--- config.mk ---
export PLATFORM = sky130hd
export DESIGN_NAME = mdio45_master
export DESIGN_NICKNAME = d
export VERILOG_FILES = /design/src/rtl/mdio45_pkg.sv /design/src/rtl/mdio45_clkgen.sv /design/src/rtl/mdio45_shifter.sv /design/src/rtl/mdio45_master.sv
export SDC_FILE = /design/constraint.sdc
export NUM_CORES = 1
export LEC_CHECK = 0
export BUFFER_PORTS_ARGS = -buffer_cell sky130_fd_sc_hd__buf_4
export CORE_AREA = 2 2 149 165
export CTS_CLUSTER_SIZE = 25
export DETAILED_ROUTE_END_ITERATION = 8
export DIE_AREA = 0 0 151 167
export GPL_TIMING_DRIVEN = 0
export PLACE_DENSITY_LB_ADDON = 0.05
export SKIP_CTS_REPAIR_TIMING = 1
export SYNTH_ARGS = -nofsm -noshare
export SYNTH_HDL_FRONTEND = slang
export SYNTH_SLANG_ARGS = --single-unit
--- constraint.sdc ---
create_clock -name clk -period 4.3 [get_ports clk]
set_input_delay 1.075 -clock clk [delete_from_list [all_inputs] [get_ports clk]]
set_output_delay 1.075 -clock clk [all_outputs]
set_load 0.02 [all_outputs]
--- src/rtl/mdio45_pkg.sv ---
package mdio45_pkg;
  localparam int FRAME_W  = 64;
  localparam int DATA_W   = 16;
  localparam int PHYAD_W  = 5;
  localparam int PRE_W    = 32;

  typedef enum logic [1:0] {
    OP_ADDR  = 2'b00,
    OP_WRITE = 2'b01,
    OP_READ  = 2'b11
  } mdio_op_e;

  localparam logic [1:0] REG_STAT = 2'd0;
  localparam logic [1:0] REG_CTRL = 2'd1;
  localparam logic [1:0] REG_ADDR = 2'd2;
  localparam logic [1:0] REG_DATA = 2'd3;

  localparam int CTRL_RD_BIT = 15;
endpackage

--- src/rtl/mdio45_clkgen.sv ---
module mdio45_clkgen #(
  parameter int DIV_W = 8
) (
  input  logic             clk,
  input  logic             rst_n,
  input  logic             run,
  input  logic [DIV_W-1:0] div,
  output logic             mdc,
  output logic             rise_tick,
  output logic             fall_tick
);
  logic [DIV_W-1:0] cnt_q, cnt_d;
  logic             mdc_q, mdc_d;
  logic             wrap;

  assign wrap      = run && (cnt_q == div);
  assign rise_tick = wrap && !mdc_q;
  assign fall_tick = wrap && mdc_q;
  assign mdc       = mdc_q;

  always_comb begin
    cnt_d = '0;
    mdc_d = 1'b0;
    if (run) begin
      cnt_d = wrap ? '0 : cnt_q + 1'b1;
      mdc_d = wrap ? ~mdc_q : mdc_q;
    end
  end

  always_ff @(posedge clk or negedge rst_n) begin
    if (!rst_n) begin
      cnt_q <= '0;
      mdc_q <= 1'b0;
    end else begin
      cnt_q <= cnt_d;
      mdc_q <= mdc_d;
    end
  end

  // the clock is parked low whenever no frame runs
  p_mdc_idle_low_r2: assert property (@(posedge clk) disable iff (!rst_n)
    !run |-> !mdc_q);
endmodule

--- src/rtl/mdio45_shifter.sv ---
module mdio45_shifter
  import mdio45_pkg::*;
(
  input  logic               clk,
  input  logic               rst_n,
  input  logic               start,
  input  logic               start_read,
  input  logic [FRAME_W-1:0] frame,
  input  logic               rise_tick,
  input  logic               fall_tick,
  input  logic               mdio_i,
  output logic               active,
  output logic               done,
  output logic               mdio_o,
  output logic               mdio_oe,
  output logic [DATA_W-1:0]  rdata,
  output logic               rd_err
);
  localparam int BIT_W  = $clog2(FRAME_W);
  localparam int TA_POS = FRAME_W - DATA_W - 2;
  localparam logic [BIT_W-1:0] TA_FIRST = BIT_W'(TA_POS);
  localparam logic [BIT_W-1:0] TA_LAST  = BIT_W'(TA_POS + 1);
  localparam logic [BIT_W-1:0] BIT_LAST = BIT_W'(FRAME_W - 1);

  logic               active_q, active_d;
  logic               read_q, read_d;
  logic [FRAME_W-1:0] sreg_q, sreg_d;
  logic [BIT_W-1:0]   bitn_q, bitn_d;
  logic [DATA_W-1:0]  rdata_q, rdata_d;
  logic               err_q, err_d;

  assign done    = active_q && fall_tick && (bitn_q == BIT_LAST);
  assign active  = active_q;
  assign mdio_o  = active_q ? sreg_q[FRAME_W-1] : 1'b1;
  assign mdio_oe = active_q && !(read_q && (bitn_q >= TA_FIRST));
  assign rdata   = rdata_q;
  assign rd_err  = err_q;

  always_comb begin
    active_d = active_q;
    read_d   = read_q;
    sreg_d   = sreg_q;
    bitn_d   = bitn_q;
    rdata_d  = rdata_q;
    err_d    = err_q;
    if (start) begin
      active_d = 1'b1;
      read_d   = start_read;
      sreg_d   = frame;
      bitn_d   = '0;
      if (start_read) err_d = 1'b0;
    end else if (active_q) begin
      if (fall_tick) begin
        if (bitn_q == BIT_LAST) begin
          active_d = 1'b0;
        end else begin
          sreg_d = {sreg_q[FRAME_W-2:0], 1'b1};
          bitn_d = bitn_q + 1'b1;
        end
      end
      if (rise_tick && read_q) begin
        if (bitn_q == TA_LAST) err_d = mdio_i;
        if (bitn_q > TA_LAST)  rdata_d = {rdata_q[DATA_W-2:0], mdio_i};
      end
    end
  end

  always_ff @(posedge clk or negedge rst_n) begin
    if (!rst_n) begin
      active_q <= 1'b0;
      read_q   <= 1'b0;
      sreg_q   <= '1;
      bitn_q   <= '0;
      rdata_q  <= '0;
      err_q    <= 1'b0;
    end else begin
      active_q <= active_d;
      read_q   <= read_d;
      sreg_q   <= sreg_d;
      bitn_q   <= bitn_d;
      rdata_q  <= rdata_d;
      err_q    <= err_d;
    end
  end

  // driven level moves only on a falling clock tick
  p_out_on_fall_r9: assert property (@(posedge clk) disable iff (!rst_n)
    (active_q && $past(active_q) && !$stable(mdio_o)) |-> $past(fall_tick));
  // the error flag can only rise during a read frame
  p_err_only_read_r7: assert property (@(posedge clk) disable iff (!rst_n)
    $rose(err_q) |-> read_q);
endmodule

--- src/rtl/mdio45_master.sv ---
module mdio45_master
  import mdio45_pkg::*;
#(
  parameter int DIV_W   = 8,
  parameter int DIV_RST = 100
) (
  input  logic        clk,
  input  logic        rst_n,
  input  logic        bus_wr,
  input  logic [1:0]  bus_addr,
  input  logic [31:0] bus_wdata,
  output logic [31:0] bus_rdata,
  output logic        mdc,
  output logic        mdio_o,
  output logic        mdio_oe,
  input  logic        mdio_i
);
  localparam int STAT_PAD = 32 - 8 - DIV_W;

  logic [DIV_W-1:0]   div_q;
  logic [PHYAD_W-1:0] port_q, dev_q;
  logic [DATA_W-1:0]  addr_q, data_q;
  mdio_op_e           kind_q;

  logic               busy, done, rd_err;
  logic               rise_tick, fall_tick;
  logic [DATA_W-1:0]  shift_rdata;
  logic               wr_ok, wr_stat, wr_ctrl, wr_addr, wr_data;
  logic               start, start_rd;
  mdio_op_e           op;
  logic [PHYAD_W-1:0] f_port, f_dev;
  logic [DATA_W-1:0]  f_pay;
  logic [1:0]         f_ta;
  logic [FRAME_W-1:0] frame;
  logic               data_busy;
  logic               unused_wdata;

  assign wr_ok    = bus_wr && !busy;
  assign wr_stat  = wr_ok && (bus_addr == REG_STAT);
  assign wr_ctrl  = wr_ok && (bus_addr == REG_CTRL);
  assign wr_addr  = wr_ok && (bus_addr == REG_ADDR);
  assign wr_data  = wr_ok && (bus_addr == REG_DATA);
  assign start_rd = wr_ctrl && bus_wdata[CTRL_RD_BIT];
  assign start    = wr_addr || wr_data || start_rd;
  assign unused_wdata = ^{bus_wdata[31:16], bus_wdata[14:13], bus_wdata[7:5]};

  always_comb begin
    op     = OP_ADDR;
    f_port = port_q;
    f_dev  = dev_q;
    f_pay  = bus_wdata[DATA_W-1:0];
    f_ta   = 2'b10;
    if (start_rd) begin
      op     = OP_READ;
      f_port = bus_wdata[12:8];
      f_dev  = bus_wdata[4:0];
      f_pay  = '1;
      f_ta   = 2'b11;
    end else if (wr_data) begin
      op = OP_WRITE;
    end
  end

  assign frame = {{PRE_W{1'b1}}, 2'b00, op, f_port, f_dev, f_ta, f_pay};

  always_ff @(posedge clk or negedge rst_n) begin
    if (!rst_n) begin
      div_q  <= DIV_W'(DIV_RST);
      port_q <= '0;
      dev_q  <= '0;
      addr_q <= '0;
      data_q <= '0;
      kind_q <= OP_ADDR;
    end else begin
      if (wr_stat) div_q <= bus_wdata[8 +: DIV_W];
      if (wr_ctrl) begin
        port_q <= bus_wdata[12:8];
        dev_q  <= bus_wdata[4:0];
      end
      if (wr_addr) addr_q <= bus_wdata[DATA_W-1:0];
      if (wr_data) data_q <= bus_wdata[DATA_W-1:0];
      else if (done && (kind_q == OP_READ)) data_q <= shift_rdata;
      if (start) kind_q <= op;
    end
  end

  assign data_busy = busy && (kind_q != OP_ADDR);

  always_comb begin
    unique case (bus_addr)
      REG_STAT: bus_rdata = {{STAT_PAD{1'b0}}, div_q, 6'b0, rd_err, busy};
      REG_CTRL: bus_rdata = {16'b0, 3'b0, port_q, 3'b0, dev_q};
      REG_ADDR: bus_rdata = {16'b0, addr_q};
      default:  bus_rdata = {data_busy, 15'b0, data_q};
    endcase
  end

  mdio45_clkgen #(.DIV_W(DIV_W)) u_clkgen (
    .clk       (clk),
    .rst_n     (rst_n),
    .run       (busy),
    .div       (div_q),
    .mdc       (mdc),
    .rise_tick (rise_tick),
    .fall_tick (fall_tick)
  );

  mdio45_shifter u_shifter (
    .clk        (clk),
    .rst_n      (rst_n),
    .start      (start),
    .start_read (start_rd),
    .frame      (frame),
    .rise_tick  (rise_tick),
    .fall_tick  (fall_tick),
    .mdio_i     (mdio_i),
    .active     (busy),
    .done       (done),
    .mdio_o     (mdio_o),
    .mdio_oe    (mdio_oe),
    .rdata      (shift_rdata),
    .rd_err     (rd_err)
  );

  // writes during a frame leave the configuration untouched
  p_ignore_busy_r8: assert property (@(posedge clk) disable iff (!rst_n)
    (bus_wr && busy) |=> ($stable(addr_q) && $stable(port_q) && $stable(dev_q) && $stable(div_q)));
  // busy clears together with the last falling clock edge
  p_busy_fall_mdc_r9: assert property (@(posedge clk) disable iff (!rst_n)
    $fell(busy) |-> $fell(mdc));
  // an accepted frame start drives the preamble at once
  p_start_drive_r3: assert property (@(posedge clk) disable iff (!rst_n)
    start |=> (busy && mdio_oe && mdio_o && !mdc));
  // a new read clears the error flag
  p_err_clear_r7: assert property (@(posedge clk) disable iff (!rst_n)
    start_rd |=> !rd_err);
endmodule

# Word-level counts from Yosys, hierarchy flattened
# Cells that the tools add are included.
[totals]
word_cells = 92
register_bits = 150
output_inout_bits = 35
[op_classes]
bitwise_logic = 2
n_eq_ne = 10
mux = 31
reduce_logical = 31
n_lt_le_gt_ge = 2
addsub = 2
[ops]
columns = ["op", "count"]
rows = [
  ["64-bit 2-to-1 mux", 4],
  ["32-bit case mux with 3 select lines", 1],
  ["16-bit 2-to-1 mux", 3],
  ["6-bit 2-to-1 mux", 4],
  ["1-bit logical AND", 16],
  ["8-bit 2-to-1 mux", 2],
  ["1-bit 2-to-1 mux", 14],
  ["6-bit == test, second input constant", 2],
  ["2-bit nonzero test", 6],
  ["5-bit 2-to-1 mux", 2],
  ["8-bit by 1-bit adder with 8-bit output, second input constant", 1],
  ["8-bit == test", 1],
  ["4-bit AND reduction", 2],
  ["6-bit by 1-bit adder with 6-bit output, second input constant", 1],
  ["2-bit == test, second input constant", 3],
  ["6-bit >= comparator, second input constant", 1],
  ["6-bit > comparator, second input constant", 1],
  ["2-bit inequality test, second input constant", 2],
  ["1-bit logical NOT", 3],
  ["3-bit AND reduction", 1],
  ["2-bit by 1-bit == test with 1-bit output, second input constant", 1],
  ["2-bit logical NOT", 1],
  ["1-bit logical OR", 2],
  ["2-bit 2-to-1 mux", 1],
  ["other kinds (2)", 3],
]

# Depth between registers and ports, before layout
# Gate-level depths: netlist of run 1.
[depth]
word_depth = 8
depth_mapped = 8

# Cells and area by module
# A second synthesis of run 1 with hierarchy kept.
[unflattened]
hier_cells = 845
area_unflattened_um2 = 8630.8
[modules_own_cells]
columns = ["mod", "area_each_um2", "cells_each", "n_inst"]
rows = [
  ["mdio45_shifter", 5286.3, 544, 1],
  ["mdio45_master", 2851.5, 252, 1],
  ["mdio45_clkgen", 493.0, 49, 1],
]

# Worst setup path after synthesis of run 1
# OpenSTA, ideal clock, no wires.
[synth_path]
path_kind = "input to output"
from = "in bus_addr[0]"
to = "out bus_rdata[3]"
path_buffers = 2
arrival_time_ns = 2.277
cell_stages = 4
path_slack_ns = 0.948
cell_sequence = "buf_2 buf_1 mux2_2 a22o_1"
[synth_via]
elab_chain_len = 2
elab_cells_between_ends = 4
cone_classes = "eq/ne (2); mux (1); reduce/logical (1)"
[synth_rtl]
columns = ["element", "line", "source"]
rows = [
  ["from (decl)", "mdio45_master.sv:10", "input logic [1:0] bus_addr,"],
  ["2-bit == test (tied with other cells)", "mdio45_master.sv:90", "unique case (bus_addr)"],
  ["32-bit case mux with 3 select lines (*)", "mdio45_master.sv:90", ""],
  ["to (decl)", "mdio45_master.sv:12", "output logic [31:0] bus_rdata,"],
]
# Mark *: on every way between the ends. The rest lies on a longest branch, timed or not.

# Final worst setup path of run 1
# Ends and elaborated chain as after synthesis.

==> flow_summary_export.csv, run 1 <==
group,metric,value,unit
outcome,outcome,"finished clean",
floorplanning,start_util,29.68,%
drt,vias_per_cell,4.703,
critical_path,cp_common_cell,"buf_4",
place,portBuffers,41,
floorplanning,die_h,167,um
sta,drv_slew,0,
sta,max_freq,251.2,MHz
drt,ant_nets,0,
sta,fin_crit_sh,92.58,%
global_routing,grt.total_usage,15.22,%
drt,drc,0,
sta,skew,0.01212,ns
power,leakage,3.852,nW
finish,nets,756,
global_routing,overflow,0,
critical_path,crit_chain,"buf_4 -> buf_2 -> buf_1 -> mux2_2 -> a22o_1 -> buf_4",
synth,seq_area_frac_synth,54.72,%
drt,wire_per_inst,17.63,um
synth,ys_seq_elements,149,
place,gp_congestion,0.7445,
sta,max-slew-margin-rel,47.15,%
clock_tree,clk_latency,0.43,ns
synth,synth_warnings,0,
critical_path,slowest_stage,"buf_1",
sta,hold_viol,0,
clock_tree,clock_path_buffers,2,
synth,synth_cells,640,
synth,netlist_area,0.006967,mm^2
global_routing,grt_pass1_wl,29010,um
drt,dr_total_vias,4858,
floorplanning,num_rows,59,
critical_path,critPathMaxFanout,10,
min_path,hp-class,"reg2reg",
critical_path,cp.required,3.22,ns
floorplanning,fp.coreArea,0.02348,mm^2
finish,layout-drive-gt1-share,32.55,%
sta,rsz0062_at_grt,"false",
run,drv_cap,0,
floorplanning,dieWidth,151,um
place,place_inst,1001,
floorplanning,ios,73,
drt,dr.pass1.iters,4,
sta,tns,0,ns
sta,worstMarginPinSlew,0.7928,ns
finish,antennaDiodeCount,0,
drt,wl,18220,um
floorplanning,die_area,0.02522,mm^2
power,p_per_area,678.7,mW/mm^2
critical_path,end_kind,"output pin",
sta,setup_viol,0,
global_routing,antenna_found_initial,0,
critical_path,crit_type,"in2out",
clock_tree,cts_root_buf,"clkbuf_16",
clock_tree,cts_max_level,4,
synth,syn_avg_cell_area,10.89,um^2
finish,finalNonFillerCells,1033,
critical_path,crit_path_start_kind,"input pin",
power,ir_drop,0.0002752,V
clock_tree,clock_sinks,149,
clock_tree,cts_tree,"done",
drt,drt-initial-drc-count,251,
finish,nFillCells,2364,
global_routing,grt_max_degree,98,
critical_path,crit_family,"buffers and inverters",
critical_path,slowest_delay,0.65,ns
global_routing,grt_pass1_vias,5002,
place,hpwl,13020,um
synth,synth.distinct_cells,43,
clock_tree,cts.clk_slew.worst_paths,0.06,ns
finish,area_growth_syn_to_layout,19.29,%
sta,fin_crit,3.981,ns
critical_path,crit_buf_inv,4,
clock_tree,numCtsBuffers,17,
critical_path,critPathArrivalTime,2.91,ns
cells in the mapped netlist, drive strengths merged:
library cell	instances	share of area, %
nand2	102	5.5
conb	1	0.054
or4	2	0.22
nor2b	5	0.45
a31o	2	0.25
xnor2	11	1.4
o32a	1	0.14
a22o	6	0.75
nand2b	1	0.090
o2111a	1	0.16
and2	6	0.54
clkbuf	23	1.2
o21ai	4	0.29
o211ai	13	1.5
a21oi	21	1.5
a211oi	1	0.18
mux2i	31	4.5
ha	3	0.54
nor4b	1	0.13
and3	6	0.54
inv	5	0.27
buf	29	2.9
a21o	1	0.11
nand3	56	4.2
xor2	5	0.63
nor2	57	3.1
nor3b	1	0.27
mux4	7	2.3
nand4	5	0.66
dfstp	67	25
a31oi	7	0.63
dfrtp	82	29
mux2	55	8.9
nor3	22	1.6
tightest hold or removal path: stages, from the launching register on:
cell	delay (ns)
dfstp_2	0.37
nand2_1	0.05
a21oi_1	0.05
final timing paths:
check | start | end | slack, ns | cells past startpoint
setup / recovery | bus_addr[0] | bus_rdata[3] | 0.32 | 6
hold / removal | u_shifter.sreg_q[30] | u_shifter.sreg_q[31] | 0.47 | 2
setup reg to reg | u_shifter.active | addr_q[7] | 1.55 | 5
hold reg to reg | u_shifter.sreg_q[30] | u_shifter.sreg_q[31] | 0.47 | 2
max in group asynchronous | rst_n | div_q[5] | 2.83 | 2
min in group asynchronous | rst_n | u_shifter.bitn_q[0] | 0.61 | 1
power breakdown:
group / leakage, nW / internal [W] / total, W / switching (W)
Combinational: 1.86 / 0.000763 / 0.00159 / 0.000826
Sequential: 1.73 / 0.00220 / 0.00260 / 0.000403
Clock: 0.267 / 0.000812 / 0.00145 / 0.000640
kinds of logic after synthesis:
logic type / after synthesis / synth area share, %
AND/OR/NAND/NOR: 264 / 17.21
buffers and inverters: 57 / 4.364
flip-flops: 149 / 54.72
XOR/XNOR: 16 / 2.011
other: 1 / 0.05383
multiplexers: 93 / 15.61
adder cells (fa/ha/maj): 3 / 0.5389
AO/OA/AOI/OAI: 57 / 5.496
metrics by stage:
| stage | total power [W] | cell area, um^2 | util (%) | hold WS, ns | setup slack (ns) |
|---|---|---|---|---|---|
| after CTS | 0.005719 | 8310 | 35.40 | 0.4701 | 0.2741 |
| final | 0.005640 | 8310 | 35.40 | 0.4703 | 0.3191 |
| after detailed placement | 0.004236 | 7740 | 32.97 | 0.4635 | 0.2657 |
| after floorplan | 0.003689 | 7019 | - | 0.4473 | 0.9478 |
| after global routing | 0.006035 | 8310 | 35.40 | 0.4898 | 0.2268 |
| after global placement | 0.004181 | 7709 | 32.84 | 0.4652 | 0.2419 |
area by class of cell:
| class | count | area, um^2 | area share, % |
|---|---|---|---|
| clock buffers | 18 | 429.2 | 5.164 |
| clock inverters | 14 | 141.4 | 1.701 |
| plain buffers | 52 | 285.3 | 3.433 |
| inverters | 5 | 18.77 | 0.2258 |
| multi-input cells | 448 | 2903 | 34.93 |
| well taps | 305 | 381.6 | 4.592 |
| flip-flops and latches | 149 | 3812 | 45.87 |
| repair buffers | 42 | 339.1 | 4.080 |
registers in the layout, summed over array words and instances, names as in the netlist, 5 cells and up:
name              flops
u_shifter.sreg_q     64
addr_q               16
data_q               16
u_shifter.rdata      16
div_q                 8
u_clkgen.cnt_q        8
u_shifter.bitn_q      6
dev_q                 5
port_q                5
metal layers:
metal | routed length [um] | track usage [%]
met1 | 8504 | 20.67
met2 | 8984 | 24.88
met3 | 572 | 3.151
met4 | 155 | 3.657
met5 | 0 | 0
layout by cell type, fill, tap and decap left out, types with 6 or more instances in the layout:
master and count:
a21oi_1 21, a22o_1 6, a31oi_1 7, and2_1 6, and3_1 6, buf_2 6, buf_4 60, clkbuf_1 24
clkbuf_16 17, conb_1 15, dfrtp_1 82, dfstp_2 67, inv_6 6, mux2_2 55, mux2i_1 31, mux4_2 7
nand2_1 102, nand3_1 54, nor2_1 57, nor3_1 22, o211ai_1 12, xnor2_1 11
(Power assumes the default switching activity.)
==> run 2, diff against run 1 <==
- BUFFER_PORTS_ARGS: -buffer_cell sky130_fd_sc_hd__buf_4 -> default
- CORE_AREA: 2 2 149 165 -> 4 4 151 167
- DIE_AREA: 0 0 151 167 -> 0 0 155 171
- DONT_BUFFER_PORTS: default -> 1
==> flow_summary_export.csv, run 2 (synthesis results as in run 1) <==
group,metric,value,unit
outcome,outcome,"finished clean",
finish,area_growth_syn_to_layout,14.31,%
sta,drv_slew,0,
finish,multi_input_area,0.002903,mm^2
finish,largest-register,"u_shifter.sreg_q",
sta,setup_viol,0,
sta,worstMarginPinSlew,0.9096,ns
critical_path,critPathMaxFanout,10,
critical_path,crit_path_start_kind,"input pin",
run,drv_cap,0,
floorplanning,ios,73,
sta,max-slew-margin-rel,39.36,%
finish,nFillCells,2412,
clock_tree,cts_root_buf,"clkbuf_16",
floorplanning,num_rows,59,
critical_path,timing.rr.start,"u_shifter.active",
finish,antennaDiodeCount,0,
power,p_sw,0.001839,W
drt,dr.pass1.iters,4,
power,p_comb_share,26.1,%
finish,nets,714,
power,p_per_area,687.0,mW/mm^2
clock_tree,cts_tree,"done",
place,hpwl,12960,um
floorplanning,die_area,0.02651,mm^2
clock_tree,cts.clk_slew.worst_paths,0.06,ns
drt,ant_nets,0,
critical_path,r2r_setup_slack,1.56,ns
critical_path,end_kind,"output pin",
sta,max_freq,258.6,MHz
power,leakage,3.646,nW
clock_tree,clk_latency,0.43,ns
power,power.share.clock,26.4,%
sta,rsz0062_at_grt,"false",
power,share_seq_of_total_power,47.5,%
critical_path,cp.required,3.22,ns
clock_tree,cts_max_level,4,
finish,final_common_cell,"nand2_1",
drt,wl,18400,um
floorplanning,start_util,29.58,%
finish,final_cell_mix,"nand2_1 (102), dfrtp_1 (82), dfstp_2 (67), nor2_1 (57), mux2_2 (55)",
finish,layout-drive-gt1-share,28.43,%
floorplanning,dieWidth,155,um
place,gp_congestion,0.7555,
place,portBuffers,0,
global_routing,grt.total_usage,14.57,%
sta,holdWs,0.3670,ns
global_routing,grt_pass1_vias,5008,
clock_tree,clock_path_buffers,2,
critical_path,crit_start,"bus_addr[0]",
floorplanning,die_h,171,um
finish,largest_register_ffs,64,
critical_path,crit_type,"in2out",
floorplanning,fp.coreArea,0.02355,mm^2
sta,fin_crit_sh,89.91,%
clock_tree,clock_sinks,149,
critical_path,critPathArrivalTime,2.79,ns
global_routing,overflow,0,
sta,finalWorstSetupSlack,0.4337,ns
finish,seq_area,0.003812,mm^2
drt,vias_per_cell,4.864,
power,p_sw_share,33.61,%
global_routing,antenna_found_initial,1,
sta,hold_viol,0,
critical_path,regToRegEndpoint,"addr_q[11]",
global_routing,grt_max_degree,150,
sta,skew,0.01821,ns
drt,wire_per_inst,18.57,um
power,p_int,0.003632,W
power,ir_drop,0.0002359,V
drt,drc,0,
sta,fin_crit,3.866,ns
critical_path,r2r_cells,5,
place,dp_slack,0.3788,ns
clock_tree,numCtsBuffers,17,
min_path,hp-class,"in2async",
global_routing,grt_pass1_wl,29730,um
sta,tns,0,ns
drt,drt-initial-drc-count,222,
drt,dr_total_vias,4820,
==> run 2: cell count changes in the layout (fill, tap and decap cells not counted), sizes merged <==
| cell | delta |
|---|---|
| clkinvlp | -3 |
| clkinv | +1 |
| bufinv | -1 |
| inv | +3 |
| buf | -42 |
==> run 2: how the worst max path moves through the flow <==
stage | to | slack [ns] | depth (start not counted)
after floorplan | bus_rdata[3] | 0.95 | 4
after global placement | bus_rdata[3] | 0.39 | 4
after detailed placement | bus_rdata[3] | 0.38 | 4
after CTS | bus_rdata[3] | 0.38 | 4
after global routing | bus_rdata[3] | 0.37 | 4
final | bus_rdata[3] | 0.43 | 4
==> run 2: through the flow <==
| step | area (um^2) | power (W) | util (%) | std cells |
|---|---|---|---|---|
| after floorplan | 7019 | 0.003689 | - | 654 |
| after global placement | 7401 | 0.004033 | 31.43 | 959 |
| after detailed placement | 7401 | 0.004085 | 31.43 | 959 |
| after CTS | 7964 | 0.005570 | 33.82 | 991 |
| after global routing | 7964 | 0.005869 | 33.82 | 991 |
| final | 7964 | 0.005471 | 33.82 | 991 |
==> run 2: area by class of cell <==
cell class / instances / area share, %
tap: 305 / 4.792
clock inverter: 14 / 1.681
sequential: 149 / 47.87
clock buffer: 18 / 5.389
buffer: 52 / 3.582
inverter: 5 / 0.2357
multi-input combinational: 448 / 36.45
==> run 2: layer usage <==
metal	global-route usage, %	share of wire (%)	vias to the layer above	routed length, um
met2	23.45	48	96	8819
met1	19.27	45	2444	8331
li1	-	-	2259	-
met5	0	0.038	-	7
met3	4.098	5.4	19	990
met4	4.147	1.4	2	256
==> run 2: power groups by stage <==
stage	sequential (W)	combinational (W)	clock, W
final	0.00260	0.00143	0.00144
after global routing	0.00269	0.00163	0.00156
after CTS	0.00261	0.00147	0.00150
after detailed placement	0.00262	0.00146	0
after global placement	0.00261	0.00142	0
after floorplan	0.00248	0.00121	0
==> run 2: worst max-delay path, stage by stage <==
cell	delay, ns
buf_2	0.29
buf_1	0.73
mux2_2	0.42
a22o_1	0.26
==> run 3, diff against run 2 <==
- CELL_PAD_IN_SITES_DETAIL_PLACEMENT: default -> 0
- CELL_PAD_IN_SITES_GLOBAL_PLACEMENT: default -> 1
==> flow_summary_export.csv, run 3 (synthesis results as in run 1) <==
group,metric,value,unit
sta,drv_slew,0,
finish,layout-drive-gt1-share,28.43,%
finish,largest_register_ffs,64,
sta,rsz0062_at_grt,"false",
clock_tree,numCtsBuffers,17,
finish,antennaDiodeCount,0,
power,ir_drop,0.0002470,V
floorplanning,start_util,29.58,%
drt,drc,0,
drt,wl,18840,um
global_routing,grt.total_usage,14.84,%
critical_path,r2r_setup_slack,1.48,ns
global_routing,grt_max_degree,150,
drt,dr.pass1.iters,5,
finish,nets,714,
finish,final_cell_mix,"nand2_1 (102), dfrtp_1 (82), dfstp_2 (67), nor2_1 (57), mux2_2 (55)",
drt,ant_nets,0,
sta,skew,0.01065,ns
floorplanning,num_rows,59,
place,gp_congestion,0.7382,
floorplanning,dieWidth,155,um
finish,final_common_cell,"nand2_1",
power,leakage,3.661,nW
sta,finalWorstSetupSlack,0.4819,ns
clock_tree,cts.clk_slew.worst_paths,0.06,ns
drt,vias_per_cell,4.861,
clock_tree,clock_path_buffers,2,
floorplanning,ios,73,
critical_path,end_kind,"output pin",
run,drv_cap,0,
critical_path,regToRegEndpoint,"addr_q[9]",
place,hpwl,13360,um
power,power,0.005598,W
drt,wire_per_inst,19.01,um
place,portBuffers,0,
sta,worstMarginPinSlew,0.8615,ns
critical_path,crit_path_start_kind,"input pin",
finish,nFillCells,2428,
global_routing,grt_pass1_vias,5089,
critical_path,r2r_cells,5,
clock_tree,cts_root_buf,"clkbuf_16",
critical_path,timing.rr.start,"u_shifter.active",
critical_path,slowest_stage,"buf_1",
critical_path,critPathArrivalTime,2.74,ns
clock_tree,clock_sinks,149,
outcome,outcome,"finished clean",
floorplanning,die_area,0.02651,mm^2
floorplanning,die_h,171,um
global_routing,grt_pass1_wl,30110,um
sta,setup_viol,0,
floorplanning,fp.coreArea,0.02355,mm^2
global_routing,antenna_found_initial,1,
critical_path,critPathMaxFanout,10,
sta,fin_crit,3.818,ns
critical_path,crit_chain,"buf_2 -> buf_1 -> mux2_2 -> a22o_1",
clock_tree,clk_latency,0.42,ns
drt,drt-initial-drc-count,253,
finish,largest-register,"u_shifter.sreg_q",
finish,area_growth_syn_to_layout,15.03,%
place,dp_slack,0.4080,ns
drt,dr_total_vias,4817,
sta,fin_crit_sh,88.79,%
sta,hold_viol,0,
critical_path,cp.required,3.22,ns
clock_tree,cts_tree,"done",
clock_tree,cts_max_level,4,
sta,tns,0,ns
sta,max_freq,261.9,MHz
global_routing,overflow,0,
power,p_per_area,698.6,mW/mm^2
min_path,hp-class,"in2async",
critical_path,crit_type,"in2out",
critical_path,slowest_delay,0.69,ns
sta,max-slew-margin-rel,42.57,%
-- run 3: changes by cell type in the layout (fill, tap and decap cells not counted), sizes merged --
cell,delta
clkbuf,+1
bufinv,+3
clkinvlp,+2
inv,-6
-- run 3: worst max-delay path by stage --
stage,from,to,slack [ns],cells after the start
6_report,bus_addr[0],bus_rdata[3],0.48,4
3_5_place_dp,bus_addr[0],bus_rdata[3],0.41,4
4_1_cts,bus_addr[0],bus_rdata[3],0.40,4
3_3_place_gp,bus_addr[0],bus_rdata[3],0.41,4
5_1_grt,bus_addr[0],bus_rdata[3],0.38,4
2_1_floorplan,bus_addr[0],bus_rdata[3],0.95,4
-- run 3: metal layers --
| metal | GRT usage, % | vias up | wire [um] |
|---|---|---|---|
| met5 | 0 | - | 13 |
| met4 | 4.224 | 2 | 303 |
| met3 | 5.135 | 25 | 1041 |
| met2 | 24.36 | 86 | 9203 |
| met1 | 18.63 | 2448 | 8279 |
| li1 | - | 2256 | - |
-- run 3: layout make-up --
cell class                      instances  area [um^2]  area share (%)
Clock inverter                         13        170.2           2.123
Multi-Input combinational cell        448         2903           36.22
Tap cell                              305        381.6           4.762
Sequential cell                       149         3812           47.57
Clock buffer                           19        442.9           5.527
Buffer                                 52        285.3           3.560
Inverter                                5        18.77          0.2342
-- run 3: through the flow --
stage / hold WS (ns) / instance area [um^2] / util (%) / std cells
2_1_floorplan: 0.4473 / 7019 / - / 654
3_3_place_gp: 0.4622 / 7401 / 31.43 / 959
3_5_place_dp: 0.4659 / 7401 / 31.43 / 959
4_1_cts: 0.3331 / 8014 / 34.03 / 991
5_1_grt: 0.3212 / 8014 / 34.03 / 991
6_report: 0.3719 / 8014 / 34.03 / 991
-- run 3: power breakdown --
part | leakage (nW) | switching [W] | internal [W] | total, W
registers | 1.73 | 0.000412 | 0.00220 | 0.00261
logic | 1.64 | 0.000766 | 0.000668 | 0.00143
clock network | 0.291 | 0.000621 | 0.000937 | 0.00156
total | 3.66 | 0.00180 | 0.00380 | 0.00560
-- run 3: critical path, delay by kind of cell --
kind	cells	cell delay (ns)
compound gates	1	0.26
mux	1	0.42
buf+inv	2	0.97
